$ cat src/rtl/rst_seq_pkg.sv
// Package: shared state encoding and output decode for the DRAM reset
// release sequencer. Assumes the step order is fixed: the order is the behaviour.
package rst_seq_pkg;

    typedef enum logic [2:0] {
        ST_IDLE    = 3'd0,
        ST_HOLD    = 3'd1,
        ST_PHY_UP  = 3'd2,
        ST_CTL_UP  = 3'd3,
        ST_SOFT_ON = 3'd4,
        ST_ANA_UP  = 3'd5,
        ST_DIG_UP  = 3'd6,
        ST_DONE    = 3'd7
    } seq_state_e;

    typedef struct packed {
        logic done;
        logic dig_soft;
        logic ana_soft;
        logic phy_core;
        logic phy_bus;
        logic ctl_core;
        logic ctl_bus;
    } rst_vec_t;

    // Output levels that belong to each state.
    function automatic rst_vec_t decode_state(input seq_state_e st);
        rst_vec_t v;
        v = '0;
        case (st)
            ST_IDLE, ST_HOLD: begin
                v.ctl_bus  = 1'b1;
                v.ctl_core = 1'b1;
                v.phy_bus  = 1'b1;
                v.phy_core = 1'b1;
            end
            ST_PHY_UP: begin
                v.ctl_bus  = 1'b1;
                v.ctl_core = 1'b1;
            end
            ST_SOFT_ON: begin
                v.ana_soft = 1'b1;
                v.dig_soft = 1'b1;
            end
            ST_ANA_UP: v.dig_soft = 1'b1;
            ST_DONE:   v.done     = 1'b1;
            default:   v = '0;
        endcase
        return v;
    endfunction

    // Successor of a timed step.
    function automatic seq_state_e next_step(input seq_state_e st);
        case (st)
            ST_HOLD:    return ST_PHY_UP;
            ST_PHY_UP:  return ST_CTL_UP;
            ST_CTL_UP:  return ST_SOFT_ON;
            ST_SOFT_ON: return ST_ANA_UP;
            ST_ANA_UP:  return ST_DIG_UP;
            ST_DIG_UP:  return ST_DONE;
            default:    return st;
        endcase
    endfunction

endpackage

$ cat src/rtl/rst_seq_tick.sv
// Module: microsecond tick prescaler. Emits a one-cycle tick every
// CLKS_PER_US clocks while run is high. clear restarts the count so the
// first tick of a sequence comes exactly CLKS_PER_US cycles after the clear.
// Assumes CLKS_PER_US >= 1.
module rst_seq_tick #(
    parameter int CLKS_PER_US = 125
) (
    input  logic clk,
    input  logic rst_n,
    input  logic clear,
    input  logic run,
    output logic tick
);
    localparam int PCW = (CLKS_PER_US > 1) ? $clog2(CLKS_PER_US) : 1;
    localparam logic [PCW-1:0] LAST = PCW'(CLKS_PER_US - 1);

    logic [PCW-1:0] pre_cnt;

    assign tick = run && (pre_cnt == LAST);

    // Prescale counter: restarts on clear, wraps at LAST while running.
    always_ff @(posedge clk) begin
        if (!rst_n)          pre_cnt <= '0;
        else if (clear)      pre_cnt <= '0;
        else if (tick)       pre_cnt <= '0;
        else if (run)        pre_cnt <= pre_cnt + PCW'(1);
    end

    generate
        if (CLKS_PER_US > 1) begin : g_gap_chk
            // a tick is never followed by another tick on the next cycle.
            p_tick_gap_r10: assert property (@(posedge clk) disable iff (!rst_n)
                tick |=> !tick);
        end
    endgenerate

endmodule

$ cat src/rtl/rst_seq_timer.sv
// Module: step interval timer. Counts microsecond ticks and reports
// step_done on the tick that completes `limit` microseconds. clear
// restarts the count. Assumes limit >= 1 and is stable within a step.
module rst_seq_timer #(
    parameter int US_W = 4
) (
    input  logic            clk,
    input  logic            rst_n,
    input  logic            clear,
    input  logic            run,
    input  logic            tick,
    input  logic [US_W-1:0] limit,
    output logic            step_done
);
    logic [US_W-1:0] us_cnt;

    assign step_done = tick && (us_cnt == limit - US_W'(1));

    // Microsecond counter: cleared on start and at each completed step.
    always_ff @(posedge clk) begin
        if (!rst_n)          us_cnt <= '0;
        else if (clear)      us_cnt <= '0;
        else if (step_done)  us_cnt <= '0;
        else if (tick)       us_cnt <= us_cnt + US_W'(1);
    end

    // within a running step the count never reaches the step limit.
    p_count_bound_r10: assert property (@(posedge clk) disable iff (!rst_n)
        run |-> (us_cnt < limit));

endmodule

$ cat src/rtl/dram_rst_seq.sv
// Module: DRAM reset release sequencer top. On an accepted start it
// asserts the controller and PHY bus/core resets, then releases the PHY,
// then the controller, then pulses the PHY soft resets (analog released
// before digital), and finally raises done. Every step length is a
// parameter in microseconds. Assumes all *_US parameters are >= 1. Every
// output is a flop.
module dram_rst_seq
    import rst_seq_pkg::*;
#(
    parameter int CLKS_PER_US = 125,
    parameter int HOLD_US     = 10,
    parameter int PHY_US      = 10,
    parameter int CTL_US      = 10,
    parameter int SOFT_US     = 10,
    parameter int ANA_US      = 5,
    parameter int FIN_US      = 1
) (
    input  logic clk,
    input  logic rst_n,
    input  logic start,
    output logic ctl_bus_rst,
    output logic ctl_core_rst,
    output logic phy_bus_rst,
    output logic phy_core_rst,
    output logic phy_ana_soft_rst,
    output logic phy_dig_soft_rst,
    output logic done
);
    localparam int MAX_A = (HOLD_US > PHY_US) ? HOLD_US : PHY_US;
    localparam int MAX_B = (CTL_US > SOFT_US) ? CTL_US : SOFT_US;
    localparam int MAX_C = (ANA_US > FIN_US) ? ANA_US : FIN_US;
    localparam int MAX_AB = (MAX_A > MAX_B) ? MAX_A : MAX_B;
    localparam int MAX_US = (MAX_AB > MAX_C) ? MAX_AB : MAX_C;
    localparam int US_W = $clog2(MAX_US + 1);

    seq_state_e      state, state_nxt;
    rst_vec_t        out_q;
    logic            busy, accept, tick, step_done;
    logic [US_W-1:0] limit;

    assign busy   = (state != ST_IDLE) && (state != ST_DONE);
    assign accept = start && !busy;

    // Select the wait length of the current step.
    always_comb begin
        case (state)
            ST_HOLD:    limit = US_W'(HOLD_US);
            ST_PHY_UP:  limit = US_W'(PHY_US);
            ST_CTL_UP:  limit = US_W'(CTL_US);
            ST_SOFT_ON: limit = US_W'(SOFT_US);
            ST_ANA_UP:  limit = US_W'(ANA_US);
            ST_DIG_UP:  limit = US_W'(FIN_US);
            default:    limit = US_W'(1);
        endcase
    end

    // Next-state choice: accept a start when not busy, else advance on step end.
    always_comb begin
        state_nxt = state;
        if (accept)                 state_nxt = ST_HOLD;
        else if (busy && step_done) state_nxt = next_step(state);
    end

    // State and output flops; outputs are decoded from the next state and registered.
    always_ff @(posedge clk) begin
        if (!rst_n) begin
            state <= ST_IDLE;
            out_q <= decode_state(ST_IDLE);
        end else begin
            state <= state_nxt;
            out_q <= decode_state(state_nxt);
        end
    end

    rst_seq_tick #(
        .CLKS_PER_US (CLKS_PER_US)
    ) u_tick (
        .clk   (clk),
        .rst_n (rst_n),
        .clear (accept),
        .run   (busy),
        .tick  (tick)
    );

    rst_seq_timer #(
        .US_W (US_W)
    ) u_timer (
        .clk       (clk),
        .rst_n     (rst_n),
        .clear     (accept),
        .run       (busy),
        .tick      (tick),
        .limit     (limit),
        .step_done (step_done)
    );

    assign ctl_bus_rst      = out_q.ctl_bus;
    assign ctl_core_rst     = out_q.ctl_core;
    assign phy_bus_rst      = out_q.phy_bus;
    assign phy_core_rst     = out_q.phy_core;
    assign phy_ana_soft_rst = out_q.ana_soft;
    assign phy_dig_soft_rst = out_q.dig_soft;
    assign done             = out_q.done;

    // an accepted start puts the block into the hold step with all four bus/core resets set.
    p_accept_r2: assert property (@(posedge clk) disable iff (!rst_n)
        (start && !busy) |=> (state == ST_HOLD && ctl_bus_rst && ctl_core_rst
                              && phy_bus_rst && phy_core_rst && !done));

    // the controller is never out of reset while the PHY is held.
    p_phy_first_r4: assert property (@(posedge clk) disable iff (!rst_n)
        (!ctl_core_rst || !ctl_bus_rst) |-> (!phy_core_rst && !phy_bus_rst));

    // the digital soft reset is never released while the analog one is set.
    p_ana_first_r7: assert property (@(posedge clk) disable iff (!rst_n)
        phy_ana_soft_rst |-> phy_dig_soft_rst);

    // done means every reset is low.
    p_done_clean_r8: assert property (@(posedge clk) disable iff (!rst_n)
        done |-> !(ctl_bus_rst || ctl_core_rst || phy_bus_rst || phy_core_rst
                   || phy_ana_soft_rst || phy_dig_soft_rst));

    // done holds until a start arrives.
    p_done_hold_r8: assert property (@(posedge clk) disable iff (!rst_n)
        (done && !start) |=> done);

    // a running sequence never falls back to its first step.
    p_no_restart_r9: assert property (@(posedge clk) disable iff (!rst_n)
        (busy && state != ST_HOLD) |=> (state != ST_HOLD));

endmodule

$ cat config.mk
export PLATFORM = sky130hd
export DESIGN_NAME = dram_rst_seq
export DESIGN_NICKNAME = d
export VERILOG_FILES = /design/src/rtl/rst_seq_pkg.sv /design/src/rtl/rst_seq_tick.sv /design/src/rtl/rst_seq_timer.sv /design/src/rtl/dram_rst_seq.sv
export SDC_FILE = /design/constraint.sdc
export NUM_CORES = 1
export LEC_CHECK = 0
export BUFFER_PORTS_ARGS = -buffer_cell sky130_fd_sc_hd__buf_2
export CORE_MARGIN = 4
export CORE_UTILIZATION = 60
export CTS_BUF_LIST = sky130_fd_sc_hd__clkbuf_4
export CTS_CLUSTER_SIZE = 25
export DETAILED_ROUTE_END_ITERATION = 8
export PLACE_DENSITY = 0.86
export SYNTH_ARGS = -nofsm -noshare
export SYNTH_HDL_FRONTEND = slang
export SYNTH_SLANG_ARGS = --single-unit
$ cat constraint.sdc
create_clock -name clk -period 3.43 [get_ports clk]
set_input_delay 0.1715 -clock clk [delete_from_list [all_inputs] [get_ports clk]]
set_output_delay 0.1715 -clock clk [all_outputs]
set_load 0.05 [all_outputs]
### Word-level counts from Yosys, hierarchy flattened

Index checks and enable logic that the tools add are counted.
Widths: inputs -> output; s select.

| storage, ports and cells | value |
|---|---|
| register bits | 21 |
| input port bits | 3 |
| word-level logic and storage cells | 51 |

| cells by class | value |
|---|---|
| add/subtract/negate cells | 3 |
| eq/ne operators | 14 |
| multiplexer cells | 9 |
| bitwise operators | 1 |
| reduce and logical (&&, ||, !) cells | 14 |

Operators by type and width:

| kind | count |
|---|---|
| $eq 3x3->1 const B | 6 |
| $pmux 3 s6 | 1 |
| $eq 3x2->1 const B | 3 |
| $reduce_or 3->1 | 3 |
| $pmux 4 s2 | 1 |
| $add 7x1->7 const B | 1 |
| $eq 7x7->1 const B | 1 |
| $eq 3x1->1 const B | 2 |
| $mux 3 | 2 |
| $logic_and 1x1->1 | 5 |
| $add 4x1->4 const B | 1 |
| $eq 4x4->1 | 1 |
| $mux 2 | 2 |
| $reduce_or 2->1 | 2 |
| $reduce_or 4->1 | 1 |
| $sub 4x1->4 const B | 1 |
| $logic_not 3->1 | 1 |
| $mux 1 | 3 |
| $ne 3x3->1 const B | 1 |
| $reduce_bool 3->1 | 1 |
| $logic_not 1->1 | 1 |
| $not 1->1 | 1 |

### Longest topological paths before layout

| logic depth | value |
|---|---|
| word-level depth | 12 |
| depth in mapped cells | 7 |
| gate-level depth less buffers | 7 |

### Hierarchy

Synthesis repeated with hierarchy kept, for this count alone.

| second synthesis, totals | value |
|---|---|
| cells, all modules | 115 |
| area, all modules | 1039.7 um^2 |

By module, submodules not included:

| module | instances | cells each | area an instance (um^2) | sequential area each (um^2) |
|---|---|---|---|---|
| dram_rst_seq | 1 | 49 | 395.4 | 160.2 |
| rst_seq_tick | 1 | 39 | 367.9 | 140.1 |
| rst_seq_timer | 1 | 27 | 276.5 | 80.1 |

### Least setup slack after synthesis

No wires, ideal clock.

| timing path | value |
|---|---|
| kind | register to register |
| from | register state[0] |
| to | register state[2] |
| arrival time | 1.828 ns |
| data required time | 3.364 ns |
| slack | 1.536 ns |
| stages on the path, launching flop included | 7 |
| buffers on the path | 1 |
| clock period less this slack | 1.894 ns |
| path through | dfxtp_1 buf_6 or3_4 a211oi_4 o211ai_4 or4_4 a21oi_2 |

| on the way | value |
|---|---|
| longest elaborated chain between the ends | 9 |

Ends and longest elaborated chain:

| element | line | RTL |
|---|---|---|
| start: declaration | dram_rst_seq.sv:36 | `seq_state_e state, state_nxt;` |
| start signal: assignment | dram_rst_seq.sv:70 | `state <= state_nxt;` |
| $eq 3x3->1, or another cell as far along | rst_seq_pkg.sv:54, dram_rst_seq.sv:46 |  |
| $reduce_or 4->1 (no line) | - |  |
| $pmux 4 s2 | dram_rst_seq.sv:46 | `case (state)` |
| $sub 4x1->4 | rst_seq_timer.sv:17 | `assign step_done = tick && (us_cnt == limit - US_W'(1));` |
| $eq 4x4->1 | rst_seq_timer.sv:17 |  |
| $logic_and 1x1->1 | rst_seq_timer.sv:17 |  |
| $logic_and 1x1->1 | dram_rst_seq.sv:61 | `else if (busy && step_done) state_nxt = next_step(state);` |
| $mux 3 | dram_rst_seq.sv:61 |  |
| $mux 3 (*) | dram_rst_seq.sv:60 | `if (accept) state_nxt = ST_HOLD;` |

Every way passes the cells marked *; elsewhere a longest branch is shown, timed or not.
A chain may end at the register's enable or synchronous reset.

### Worst setup path in the final report

| timing path | value |
|---|---|
| from | register state[2] |
| to | register state[2] |

Same word-level chain as after synthesis.

==> flow_summary_export.csv <==
group,metric,value,unit
run_status,outcome,"finished clean",
clock_network,cts_hold_buf,0,
clock_network,cts_root_buf,"clkbuf_4",
synth,ys_warn_count,0,
layout,fillers,124,
synth,synthDistinctLibCells,36,
clock_network,post_cts_buffers,0,
global_route,grt_pass1_vias,812,
synth,seq_area_frac_synth,0.3698,
layout,regArea,380.4,um2
global_route,antenna_found_initial,0,
setup_path,cp_max_fo,12,
synth,avgSynthCellArea,8.500,um2
floorplan,die_h,49.40,um
layout,antenna_cells_inserted,0,
setup_path,crit_type,"register to register",
setup_path,max_stage_delay,0.47,ns
setup_path,required,3.67,ns
timing,slew_headroom,0.7161,
setup_path,r2r_start,"state[2]",
layout,final_net_count,136,
clock_network,cts_tree,"built",
timing,fmax,491.9,MHz
layout,post-route-util,0.6942,
setup_path,worstPathArrival,2.27,ns
global_route,grt_start_max_net_pins,13,
timing,fin_crit_sh,0.5927,
layout,design_area,1082,um2
routing,antenna_left,0,
floorplan,die-area,2440,um2
layout,drive_gt1_frac,0.1705,
routing,vias,904,
timing,rsz0062_at_grt,"no",
layout,final_cell_count_no_fill,145,
clock_network,clkTransAtPathRegs,0.10,ns
floorplan,coreArea,1559,um2
synth,ys_seq_elements,19,
timing,hold_viol,0,
clock_network,cts_resized,0,
routing,vias_per_cell,6.234,
power_and_ir_drop,ir_worst_vdd,0.2679,mV
clock_network,htree_levels,1,
worst_hold_path,whs_endpoint,"state[0]",
floorplan,io_pins,10,
worst_hold_path,hold_depth,2,
clock_network,clk_latency,0.29,ns
timing,finClkSkew,0.004867,ns
setup_path,crit_chain,"or3_4 -> a211oi_4 -> o211ai_4 -> or4_4 -> a21oi_2",
timing,fin_crit,2.033,ns
floorplan,die_w,49.40,um
place,port_buffers,9,
layout,multiInputGateArea,580.6,um2
place,dpl.cell_count,141,
clock_network,numCtsBuffers,3,
place,placed_area,1052,um2
setup_path,start_kind,"register",
routing,wl_per_cell,14.29,um
setup_path,worstReg2RegEnd,"state[2]",
layout,area_growth,5.231,%
global_route,grt_usage,0.1899,
job,maxCapViolations,0,
setup_path,reg2reg_slack,1.40,ns
setup_path,cp_slowest_cell,"or4_4",
setup_path,crit_path_end_kind,"register",
global_route,grt_first_pass_wirelength,3.663,mm
routing,drt_wl_total,2.072,mm
clock_network,clock_path_buffers,2,
worst_hold_path,min_path_type,"input port to register",
place,dp_hpwl,1.528,mm
worst_hold_path,min_from,"rst_n",
floorplan,start_util,0.6597,
power_and_ir_drop,pwr_density_cell,343.2,nW/um2
routing,drt_first_pass_iters,6,
routing,drt_iter0_markers,31,
floorplan,core.rowCount,14,
timing,tns,0,ns
synth,syn-num-nets,127,
clock_network,cts_sinks,19,
timing,slew_violations,0,
power_and_ir_drop,p_leak,0.3936,nW
timing,setup_violations,0,
setup_path,rr_worst_depth,5,
synth,syn_area,1028,um2
timing,worst_pin_slew,0.4214,ns
place,place.gp.congestion,0.7873,
routing,drc_errors,0,
synth,synthCells,121,
global_route,grt_overflow,0,
-- worst max-delay path: cells and delay by family, from the launching register on --
family           cells  cell delay (ns)
flip-flops           1             0.44
AND/OR/NAND/NOR      2             0.89
AO/OA/AOI/OAI        3             0.64
-- where the power goes --
part | switching [mW] | internal (mW) | total, mW
Clock | 0.0661 | 0.0532 | 0.119
Combinational | 0.0171 | 0.00939 | 0.0265
Sequential | 0.00313 | 0.223 | 0.226
Total | 0.0863 | 0.285 | 0.371
-- cell usage after synthesis (all sizes together) --
cell type	number	area, um2
inv	7	26.28
o21ai	4	20.02
clkbuf	1	3.750
and4	2	18.77
xor2	3	26.28
nand3	5	25.02
o211a	1	10.01
o211ai	4	43.79
a31oi	1	6.260
o2111a	1	11.26
a211oi	2	27.53
nand4	7	43.79
nand2	14	52.55
ha	3	37.54
nand3b	1	7.510
xnor2	3	26.28
a311o	1	11.26
dfxtp	19	380.4
buf	4	37.53
a21oi	9	48.80
or3	3	23.77
nor2	14	52.55
nor3	3	15.01
and2	4	26.28
a21o	2	16.27
or4	1	11.26
a32o	1	10.01
o2111ai	1	8.760
-- kinds of logic (layout without fill, tap and decap cells) --
| logic type | Yosys count | after routing | share of synthesized area |
|---|---|---|---|
| simple gates | 54 | 54 | 0.2689 |
| buf+inv | 12 | 20 | 0.06569 |
| compound gates | 27 | 27 | 0.2080 |
| xor+xnor | 6 | 6 | 0.05110 |
| fa+ha+maj | 3 | 3 | 0.03650 |
| flops | 19 | 19 | 0.3698 |
-- state kept, by name, summed over array words and instances (netlist names) --
signal and cells:
u_tick.pre_cnt 7, u_timer.us_cnt 4, state 3, ctl_core_rst 1, done 1, phy_ana_soft_rst 1
phy_core_rst 1, phy_dig_soft_rst 1
-- stage by stage --
| step | total power, mW | hold slack (ns) | setup slack (ns) |
|---|---|---|---|
| after floorplan | 0.2516 | 0.3256 | 1.536 |
| after global placement | 0.2552 | 0.4694 | 1.505 |
| after detailed placement | 0.2568 | 0.4831 | 1.424 |
| after CTS | 0.3731 | 0.1745 | 1.408 |
| after global routing | 0.3856 | 0.1729 | 1.281 |
| final | 0.3715 | 0.1820 | 1.397 |
-- cell type report --
type	count	share of cell area
clock buffer	4	0.02775
inverter	7	0.02428
multi-input combinational	90	0.5364
sequential	19	0.3514
tap	16	0.01850
timing repair buffer	9	0.04162
-- routing by layer --
layer / vias up / global-route usage / routed length (um)
met5: - / 0 / 0
met2: 34 / 0.2924 / 916
met4: 0 / 0.06912 / 29
met1: 418 / 0.2617 / 998
met3: 6 / 0.03670 / 128
li1: 446 / - / -
-- placed cells by master, fill, tap and decap left out, types with 4 or more instances in the layout --
master / n
dfxtp_1: 19
o21ai_0: 4
inv_1: 7
nand2_1: 14
clkbuf_4: 4
nand4_1: 7
buf_2: 9
nor2_1: 14
nand3_1: 5
a21oi_1: 8
-- how the worst max path moves through the flow --
stage,start,end,slack (ns)
after floorplan,state[0],state[2],1.54
after global routing,state[2],phy_dig_soft_rst,1.28
after CTS,state[2],state[2],1.41
after detailed placement,state[2],state[2],1.42
final,state[2],state[2],1.40
after global placement,state[2],state[2],1.51
Power figures use the tool's default switching activity.
